### config.mk
export PLATFORM = sky130hd
export DESIGN_NAME = irq_flag_unit
export DESIGN_NICKNAME = d
export VERILOG_FILES = /design/src/rtl/irq_flag_pkg.sv /design/src/rtl/irq_reg_port.sv /design/src/rtl/irq_flag_bank.sv /design/src/rtl/irq_enable_mask.sv /design/src/rtl/irq_flag_unit.sv
export SDC_FILE = /design/constraint.sdc
export NUM_CORES = 1
export LEC_CHECK = 0
export ABC_AREA = 1
export BUFFER_PORTS_ARGS = -buffer_cell sky130_fd_sc_hd__buf_2
export CAP_MARGIN = 30
export CORE_MARGIN = 5
export CORE_UTILIZATION = 40
export CTS_CLUSTER_DIAMETER = 200
export DETAILED_ROUTE_END_ITERATION = 7
export GPL_ROUTABILITY_DRIVEN = 0
export HOLD_SLACK_MARGIN = 0.12
export PLACE_DENSITY = 0.71
export SLEW_MARGIN = 20
export SYNTH_ARGS = -nofsm -noshare
export SYNTH_HDL_FRONTEND = slang
export SYNTH_SLANG_ARGS = --single-unit
### constraint.sdc
create_clock -name clk -period 1.1 [get_ports clk]
set_clock_uncertainty 0.15 [all_clocks]
set_input_delay 0.11 -clock clk [delete_from_list [all_inputs] [get_ports clk]]
set_output_delay 0.11 -clock clk [all_outputs]
set_load 0.01 [all_outputs]
### src/rtl/irq_flag_pkg.sv
package irq_flag_pkg;

  // Distance between event classes in the register bit layout.
  localparam int LANE_STRIDE = 4;
  localparam int NUM_CLASS   = 4;

  typedef enum logic [1:0] {
    EV_RX_READY    = 2'd0,
    EV_RX_OVERRUN  = 2'd1,
    EV_TX_READY    = 2'd2,
    EV_TX_UNDERRUN = 2'd3
  } ev_class_e;

  function automatic int flag_pos(input int cls, input int seq);
    return cls * LANE_STRIDE + seq;
  endfunction

endpackage

### src/rtl/irq_reg_port.sv
module irq_reg_port
  import irq_flag_pkg::*;
#(
  parameter int unsigned ADDR_W    = 8,
  parameter int unsigned DATA_W    = 16,
  parameter int unsigned FLAG_OFS  = 'h14,
  parameter int unsigned ENSET_OFS = 'h10,
  parameter int unsigned ENCLR_OFS = 'h0C
) (
  input  logic              clk,
  input  logic              rst,
  input  logic [ADDR_W-1:0] bus_addr,
  input  logic              bus_wr_en,
  input  logic              bus_rd_en,
  input  logic [DATA_W-1:0] bus_wdata,
  input  logic [DATA_W-1:0] flag_q,
  input  logic [DATA_W-1:0] en_q,
  output logic [DATA_W-1:0] flag_w1c,
  output logic [DATA_W-1:0] en_set,
  output logic [DATA_W-1:0] en_clr,
  output logic [DATA_W-1:0] bus_rdata
);

  localparam logic [ADDR_W-1:0] FLAG_A  = ADDR_W'(FLAG_OFS);
  localparam logic [ADDR_W-1:0] ENSET_A = ADDR_W'(ENSET_OFS);
  localparam logic [ADDR_W-1:0] ENCLR_A = ADDR_W'(ENCLR_OFS);

  logic hit_flag, hit_set, hit_clr;
  logic [DATA_W-1:0] rd_mux;

  always_comb begin
    hit_flag = (bus_addr == FLAG_A);
    hit_set  = (bus_addr == ENSET_A);
    hit_clr  = (bus_addr == ENCLR_A);
    flag_w1c = (bus_wr_en && hit_flag) ? bus_wdata : '0;
    en_set   = (bus_wr_en && hit_set)  ? bus_wdata : '0;
    en_clr   = (bus_wr_en && hit_clr)  ? bus_wdata : '0;
    if (hit_flag)                rd_mux = flag_q;
    else if (hit_set || hit_clr) rd_mux = en_q;
    else                         rd_mux = '0;
  end

  always_ff @(posedge clk) begin
    if (rst)            bus_rdata <= '0;
    else if (bus_rd_en) bus_rdata <= rd_mux;
    else                bus_rdata <= '0;
  end

  // an idle read cycle leaves zero on the read bus
  p_rdata_idle_r10: assert property (@(posedge clk) disable iff (rst)
    !bus_rd_en |=> (bus_rdata == '0));

  // a flag-register read returns the flags of the read cycle
  p_rdata_flag_r10: assert property (@(posedge clk) disable iff (rst)
    (bus_rd_en && bus_addr == FLAG_A) |=> (bus_rdata == $past(flag_q)));

endmodule

### src/rtl/irq_flag_bank.sv
module irq_flag_bank
  import irq_flag_pkg::*;
#(
  parameter int unsigned NUM_SEQ = 2,
  parameter int unsigned DATA_W  = 16,
  parameter logic [DATA_W-1:0] IMPL = '0
) (
  input  logic               clk,
  input  logic               rst,
  input  logic [NUM_SEQ-1:0] rx_word_evt,
  input  logic [NUM_SEQ-1:0] rx_overrun_evt,
  input  logic [NUM_SEQ-1:0] tx_space_evt,
  input  logic [NUM_SEQ-1:0] tx_underrun_evt,
  input  logic [NUM_SEQ-1:0] data_rd_strobe,
  input  logic [NUM_SEQ-1:0] data_wr_strobe,
  input  logic [DATA_W-1:0]  flag_w1c,
  output logic [DATA_W-1:0]  flag_q
);

  logic [DATA_W-1:0] set_vec, clr_vec;

  always_comb begin
    set_vec = '0;
    clr_vec = flag_w1c & IMPL;
    for (int s = 0; s < int'(NUM_SEQ); s++) begin
      set_vec[flag_pos(EV_RX_READY, s)]    = rx_word_evt[s];
      set_vec[flag_pos(EV_RX_OVERRUN, s)]  = rx_overrun_evt[s];
      set_vec[flag_pos(EV_TX_READY, s)]    = tx_space_evt[s];
      set_vec[flag_pos(EV_TX_UNDERRUN, s)] = tx_underrun_evt[s];
      clr_vec[flag_pos(EV_RX_READY, s)] = clr_vec[flag_pos(EV_RX_READY, s)] | data_rd_strobe[s];
      clr_vec[flag_pos(EV_TX_READY, s)] = clr_vec[flag_pos(EV_TX_READY, s)] | data_wr_strobe[s];
    end
  end

  // Set has priority so an event coinciding with a clear is kept.
  always_ff @(posedge clk) begin
    if (rst) flag_q <= '0;
    else     flag_q <= (set_vec | (flag_q & ~clr_vec)) & IMPL;
  end

  for (genvar b = 0; b < int'(DATA_W); b++) begin : g_chk
    if (IMPL[b]) begin : g_impl
      // an event always lands, whatever clears arrive with it
      p_set_wins_r7: assert property (@(posedge clk) disable iff (rst)
        set_vec[b] |=> flag_q[b]);
      // a clear without an event empties the flag
      p_clear_r3: assert property (@(posedge clk) disable iff (rst)
        (clr_vec[b] && !set_vec[b]) |=> !flag_q[b]);
      // with no set or clear source, the flag holds
      p_hold_r6: assert property (@(posedge clk) disable iff (rst)
        (!clr_vec[b] && !set_vec[b]) |=> $stable(flag_q[b]));
    end else begin : g_unimpl
      // bits outside the layout never set
      p_unimpl_r2: assert property (@(posedge clk) disable iff (rst)
        !flag_q[b]);
    end
  end

endmodule

### src/rtl/irq_enable_mask.sv
module irq_enable_mask #(
  parameter int unsigned DATA_W = 16,
  parameter logic [DATA_W-1:0] IMPL = '0
) (
  input  logic              clk,
  input  logic              rst,
  input  logic [DATA_W-1:0] en_set,
  input  logic [DATA_W-1:0] en_clr,
  output logic [DATA_W-1:0] en_q
);

  always_ff @(posedge clk) begin
    if (rst) en_q <= '0;
    else     en_q <= ((en_q | en_set) & ~en_clr) & IMPL;
  end

  for (genvar b = 0; b < int'(DATA_W); b++) begin : g_chk
    if (IMPL[b]) begin : g_impl
      // a one written to the set address enables the bit
      p_en_set_r8: assert property (@(posedge clk) disable iff (rst)
        (en_set[b] && !en_clr[b]) |=> en_q[b]);
      // a one written to the clear address disables the bit
      p_en_clr_r8: assert property (@(posedge clk) disable iff (rst)
        en_clr[b] |=> !en_q[b]);
    end
  end

endmodule

### src/rtl/irq_flag_unit.sv
module irq_flag_unit
  import irq_flag_pkg::*;
#(
  parameter int unsigned NUM_SEQ   = 2,
  parameter int unsigned ADDR_W    = 8,
  parameter int unsigned DATA_W    = 16,
  parameter int unsigned FLAG_OFS  = 'h14,
  parameter int unsigned ENSET_OFS = 'h10,
  parameter int unsigned ENCLR_OFS = 'h0C
) (
  input  logic               clk,
  input  logic               rst,
  input  logic [ADDR_W-1:0]  bus_addr,
  input  logic               bus_wr_en,
  input  logic               bus_rd_en,
  input  logic [DATA_W-1:0]  bus_wdata,
  output logic [DATA_W-1:0]  bus_rdata,
  input  logic [NUM_SEQ-1:0] rx_word_evt,
  input  logic [NUM_SEQ-1:0] rx_overrun_evt,
  input  logic [NUM_SEQ-1:0] tx_space_evt,
  input  logic [NUM_SEQ-1:0] tx_underrun_evt,
  input  logic [NUM_SEQ-1:0] data_rd_strobe,
  input  logic [NUM_SEQ-1:0] data_wr_strobe,
  output logic               irq
);

  function automatic logic [DATA_W-1:0] impl_mask();
    logic [DATA_W-1:0] m;
    m = '0;
    for (int c = 0; c < NUM_CLASS; c++)
      for (int s = 0; s < int'(NUM_SEQ); s++)
        m[flag_pos(c, s)] = 1'b1;
    return m;
  endfunction

  localparam logic [DATA_W-1:0] IMPL = impl_mask();

  logic [DATA_W-1:0] flag_q, en_q, flag_w1c, en_set, en_clr;

  irq_reg_port #(
    .ADDR_W(ADDR_W), .DATA_W(DATA_W),
    .FLAG_OFS(FLAG_OFS), .ENSET_OFS(ENSET_OFS), .ENCLR_OFS(ENCLR_OFS)
  ) u_port (
    .clk(clk), .rst(rst),
    .bus_addr(bus_addr), .bus_wr_en(bus_wr_en), .bus_rd_en(bus_rd_en),
    .bus_wdata(bus_wdata), .flag_q(flag_q), .en_q(en_q),
    .flag_w1c(flag_w1c), .en_set(en_set), .en_clr(en_clr),
    .bus_rdata(bus_rdata)
  );

  irq_flag_bank #(.NUM_SEQ(NUM_SEQ), .DATA_W(DATA_W), .IMPL(IMPL)) u_flags (
    .clk(clk), .rst(rst),
    .rx_word_evt(rx_word_evt), .rx_overrun_evt(rx_overrun_evt),
    .tx_space_evt(tx_space_evt), .tx_underrun_evt(tx_underrun_evt),
    .data_rd_strobe(data_rd_strobe), .data_wr_strobe(data_wr_strobe),
    .flag_w1c(flag_w1c), .flag_q(flag_q)
  );

  irq_enable_mask #(.DATA_W(DATA_W), .IMPL(IMPL)) u_mask (
    .clk(clk), .rst(rst), .en_set(en_set), .en_clr(en_clr), .en_q(en_q)
  );

  always_ff @(posedge clk) begin
    if (rst) irq <= 1'b0;
    else     irq <= |(flag_q & en_q);
  end

  // an enabled pending flag raises irq on the next clock
  p_irq_up_r9: assert property (@(posedge clk) disable iff (rst)
    (|(flag_q & en_q)) |=> irq);
  // with nothing enabled and pending, irq drops on the next clock
  p_irq_down_r9: assert property (@(posedge clk) disable iff (rst)
    !(|(flag_q & en_q)) |=> !irq);

endmodule

==> results of run 1 <==
per-stage QoR:
step | total power (µW) | TNS [ns] | cells | setup WS (ns)
floorplan | 1090 | 0 | 203 | 0.0768
global placement | 1170 | -1.85 | 285 | -0.121
finish | 1650 | -0.0453 | 311 | -0.0377
detailed placement | 1180 | -2.22 | 285 | -0.151
CTS | 1650 | 0 | 311 | 0.0296
global route | 1720 | -0.0842 | 311 | -0.0605
final cells by class:
| cell class | count | area [µm²] |
|---|---|---|
| Fill cell | 317 | 1430 |
| Multi-Input combinational cell | 128 | 643 |
| Sequential cell | 25 | 500 |
| Timing Repair Buffer | 71 | 488 |
| Inverter | 37 | 139 |
| Tap cell | 46 | 57.6 |
| Clock buffer | 3 | 22.5 |
| Clock inverter | 1 | 7.51 |
placed cells by master, fill, tap and decap left out, drive strengths merged:
cell and instances:
clkinvlp 1, nand4 8, nor2 22, nand2 50
inv 36, nor3 1, a21oi 17, dlygate4sd3 22
o21ai 4, a22o 2, clkbuf 3, o22ai 2
buf 49, dfxtp 25, conb 8, nand3 14
clkinv 1
cells in the mapped netlist (all sizes together):
master	count
o22ai	2
inv	36
clkinv	1
a21oi	17
nand4	8
nor2	22
a22o	2
nand3	14
conb	1
dfxtp	25
buf	13
nor3	1
nand2	50
o21ai	4
logic make-up (layout without fill, tap and decap cells):
| kind of cell | count (synthesis) | after routing |
|---|---|---|
| simple gates | 95 | 95 |
| buf+inv | 50 | 112 |
| compound gates | 25 | 25 |
| flops | 25 | 25 |
| other cells | 1 | 8 |
flip-flops by register name, indices dropped and copies added, names as in the netlist:
signal	cells
u_flags.flag_q	8
u_mask.en_q	8
u_port.bus_rdata	8
irq	1
worst max path at each step:
stage                     start                    to  depth (start not counted)
finish                      rst  u_port.bus_rdata[12]                          6
global route                rst  u_port.bus_rdata[12]                          6
global placement    bus_addr[6]  u_port.bus_rdata[13]                          7
floorplan           bus_addr[6]       u_mask.en_q[12]                          8
CTS                         rst  u_port.bus_rdata[12]                          6
detailed placement  bus_addr[6]       u_mask.en_q[13]                          9
per-layer routing:
metal	track usage	up-vias	part of all wire
met5	0	-	0
met1	0.179	609	0.42
met2	0.290	40	0.52
li1	-	729	-
met3	0.0345	2	0.052
met4	0.0298	0	0.0091
power by group through the flow:
stage	logic (µW)	clock network [µW]	registers, µW
final	283	423	940
after global routing	310	465	943
after CTS	277	429	939
after detailed placement	218	0	959
after global placement	215	0	959
after floorplan	133	0	956
worst min-delay path: cells and delay by family:
family                 cells  cell delay (ns)
and+or+nand+nor            1             0.11
AOI/OAI and AO/OA          1             0.05
buffers and inverters      1             0.10
what timing repair did:
action                                 CTS  global route
setup endpoints to repair                0             2
endpoints found under the hold margin   24            18
setup buffers                            0             0
resized for setup                        0             2
==> results.md, run 1 <==
* Final setup fails at 2
* Crit end category: register
* Fmax at 0.879 GHz
* R2R cell count at 4
* Clk sinks at 25
* Area of the die at ~0.0046 mm²
* Max-slew violation count at 0
* Rows at 21
* Period utilization at 1.03
* WHS at -0.0670 ns
* Largest net degree at the start of global routing at 16
* Run status: complete, but fails checks
* Worst R2R Setup Slack at ~0.060 ns
* Clock Power Share at 0.257
* Dpl hpwl at roughly 2400 µm
* Buf/Inv on CP at 4
* Routed WL at between 3000 and 4000 µm
* Worst path max stage delay at ~0.61 ns
* Synthesis-stage register bit count at 25
* Largest area contributor in the netlist: dfxtp_1
* Die Y at 68.0 µm
* Ranking of synthesized cells by area: dfxtp_1, nand2_1, inv_1
* Crit Path Max Fanout at 4
* CP arrival at 1.25 ns
* Post-synthesis compound-gate area fraction at 0.100
* CP startpoint kind: input pin
* Critical path type: input pin to register
* Iter 0 DRT Violations at 88
* Switching Fraction at 0.268
* CP max stage cell: dlygate4sd3_1
* # IOs at 57
* CTS root buffer: clkbuf_4
* Combinational power share at 0.172
* Syn avg cell area at between 6 and 7 µm²
* Min Clock Period, post-route at between 1 and 1.5 ns
* Fin. Hold Viols at 10
* DP Area at about 0.0016 mm²
* CTS buffer count at 3
* Post-synthesis adder-cell area fraction at 0
* Failing checks: hold timing, setup timing
* Total GRT Usage at 0.155
* First-pass GRT wire length at about 5400 µm
* Worst-skew pair later-pin latency at between 0.3 and 0.4 ns
* DR vias at between 1000 and 1500
* Die W at 68.0 µm
* Worst reg2reg path endpoint: irq
* Yosys cell types at 22
* Post-Syn Area at around 0.0013 mm²
* Initial Utilization at 0.410
* Hold crit path type: input pin to register
* Internal cell power at around 1200 µW
* Initial antenna violation count at 0
* Via density at 4.44
* Worst vdd ir at between 400 and 500 µV
* Number of routed nets with antenna violations at 0
* Hold path startpoint: bus_rd_en
* Core area at 0.00328 mm²
* Post-synthesis simple-gate area fraction at 0.350
* Layout area overhead at 38.1%
* Cell family with most CP delay: buffers and inverters
* Final core utilization at 0.566
* Cell chain of the critical path: buf_2, clkinv_1, nand2_2, buf_4, dlygate4sd3_1, a21oi_2
* Total number of yosys warnings at 0
* Number of max-cap violations at 0
* # H-tree levels at 1
* 1st-pass router iterations at 4
* Sequential fraction of the synthesis area at 0.372
* Vias in the first global route at 1254
* Final antenna diode count at 0
* I/O Buffers at 40
* CTS clk-pin slew, worst paths at about 0.14 ns
* P_leak at between 0.0008 and 0.0009 µW
* Nets@finish at ~310
* CTS max path bufs at 2
* Share of layout cells above drive strength 1 at 0.283
* CTS hold repair buffers at 22
* Setup ws final at -0.0377 ns
* Drt wl/cell at about 11 µm
* CP required at approximately 1.2 ns
* CTS tree: yes
* Sequential share of power at 0.571
* Post-Syn Instances at between 150 and 200
* Multiplexer share of the synthesized area at 0
* Synth top area share at 0.372
* R2R Path Start: u_mask.en_q[8]
* Post-synthesis xor/xnor area fraction at 0
* Residual DRC at 0
* Fin area at between 0.0015 and 0.002 mm²
* PwrDens at about 890 mW/mm²
* Largest family of logic cells by synthesized area: simple AND/OR/NAND/NOR gates
* NetSw at between 400 and 500 µW
* Hold Path End: u_port.bus_rdata[8]
* GRT overflow at 0
* Hold depth at 3
(Power assumes the default switching activity.)
==> run 2, diff against run 1 <==
Settings changed: CORE_ASPECT_RATIO set to 1.5.
==> run 2 against run 1 <==
Via count down 2.2%. Die area up 0.52%. Sequential share of layout area up 0.39 points. Combinational power down 4%. Sequential power about the same. Largest power group unchanged. Clock power up 23%. Register-to-register slack better by 0.02 ns. The flow now finishes without violations.
==> results.md, run 2 (synthesis gave the netlist of run 1 again) <==
* 1st-pass router iterations at 4
* # IOs at 57
* DR vias at ~1400
* Iter 0 DRT Violations at 22
* PwrDens at roughly 940 mW/mm²
* P_leak at a little under 0.0009 µW
* Layout area overhead at 36.2%
* Worst path max stage delay at 0.33 ns
* CP arrival at a little over 1 ns
* Worst-skew pair later-pin latency at roughly 0.26 ns
* R2R cell count at 3
* Hold Path End: u_port.bus_rdata[8]
* Total power at between 1500 and 2000 µW
* Final setup fails at 0
* Via density at about 4.5
* Drt wl/cell at 11.0 µm
* Wire length on met1 at between 1000 and 1500 µm
* Max-slew violation count at 0
* Worst vdd ir at around 590 µV
* WHS at ~0.025 ns
* Cell family with most CP delay: flip-flops
* Post-CTS Resized at 0
* Setup ws final at 0.0783 ns
* Cells after DPL at 278
* CP required at around 1.1 ns
* Met3 Wirelength at 208 µm
* Area of the die at ~0.0046 mm²
* Multi-input gate area at between 600 and 700 µm²
* CP max stage cell: dfxtp_1
* Die Y at 81.0 µm
* Hold crit path type: input pin to register
* Stages on worst setup path at 3
* Dpl hpwl at around 2400 µm
* Met2 WL at approximately 1800 µm
* Critical path type: register to register
* Setup bufs post-CTS at 0
* CTS root buffer: clkbuf_8
* Worst reg2reg path endpoint: irq
* I/O Buffers at 40
* GRT overflow at 0
* Buf/Inv on CP at 0
* Nets@finish at just over 300
* Clk sinks at 25
* Hold path startpoint: bus_rd_en
* RSZ-0062 raised after global routing: no
* Fmax at roughly 0.98 GHz
* CTS max path bufs at 2
* CP startpoint kind: register
* Share of layout cells above drive strength 1 at 0.275
* Fin cells at 302
* Period utilization at 0.929
* Number of max-cap violations at 0
* Vias in the first global route at 1315
* Cell chain of the critical path: a22o_1, nor2_1, a21oi_1
* Biggest regs: u_flags.flag_q: 8 flops, u_mask.en_q: 8 flops, u_port.bus_rdata: 8 flops
* Residual DRC at 0
* Largest net degree at the start of global routing at 17
* Fill cells at about 320
* Number of routed nets with antenna violations at 0
* Most frequent cells in the layout: nand2_1, buf_2, inv_1
* Routed WL at ~3300 µm
* CTS tree: yes
* CTS clk-pin slew, worst paths at approximately 0.08 ns
* Hold depth at 3
* Top layer in use: met4
* Commonest non-fill, non-tap cell in the layout: nand2_1
* Min Clock Period, post-route at a little over 1 ns
* Crit end category: register
* Reg area at 500 µm²
* Die W at 57.3 µm
* CTS hold repair buffers at 20
* Initial antenna violation count at 0
* # H-tree levels at 1
* Core area at approximately 0.0032 mm²
* Final antenna diode count at 0
* Initial Utilization at 0.422
* Worst slack at placement at -0.126 ns
* Rows at 25
* Setup TNS at 0 ns
* Worst R2R Setup Slack at 0.08 ns
* Fin. Hold Viols at 0
* R2R Path Start: u_flags.flag_q[12]
* First-pass GRT wire length at about 5400 µm
* Crit Path Max Fanout at 3
* Total GRT Usage at 0.145
* Run status: finished, final reports clean
* CTS buffer count at 3
## run 2: worst max-delay path by stage
stage                             startpoint                end  slack (ns)
after floorplan                  bus_addr[6]    u_mask.en_q[12]        0.08
after global placement           bus_addr[6]     u_mask.en_q[8]       -0.11
after detailed placement         bus_addr[6]     u_mask.en_q[4]       -0.13
after CTS                 u_flags.flag_q[12]                irq        0.08
after global routing            bus_wdata[1]  u_flags.flag_q[1]       0.003
final                     u_flags.flag_q[12]                irq        0.08
## run 2: worst reg2reg max path: stages (launching register included)
cell     delay [ns]
dfxtp_1        0.33
a22o_1         0.24
nor2_1         0.12
a21oi_1        0.08
## run 2: report_power, final
part | total [µW] | internal (µW) | switching (µW)
combinational | 271 | 133 | 138
clock | 522 | 252 | 269
sequential | 938 | 925 | 13.0
## run 2: cell type report
cell class	count	area share
multi-input combinational	128	0.347
sequential	25	0.273
clock buffer	3	0.0225
tap	40	0.0273
clock inverter	1	0.00273
inverter	37	0.0758
timing repair buffer	68	0.251
## run 2: metal layers
layer / vias up / GRT usage
met5: - / 0
met4: 0 / 0.0650
met3: 6 / 0.0270
met2: 43 / 0.282
met1: 579 / 0.145
li1: 722 / -
## run 2: stage by stage
stage / instance area (µm²) / util
2_1_floorplan: 1370 / -
3_3_place_gp: 1590 / 0.497
3_5_place_dp: 1590 / 0.497
4_1_cts: 1830 / 0.574
5_1_grt: 1830 / 0.574
6_report: 1830 / 0.574
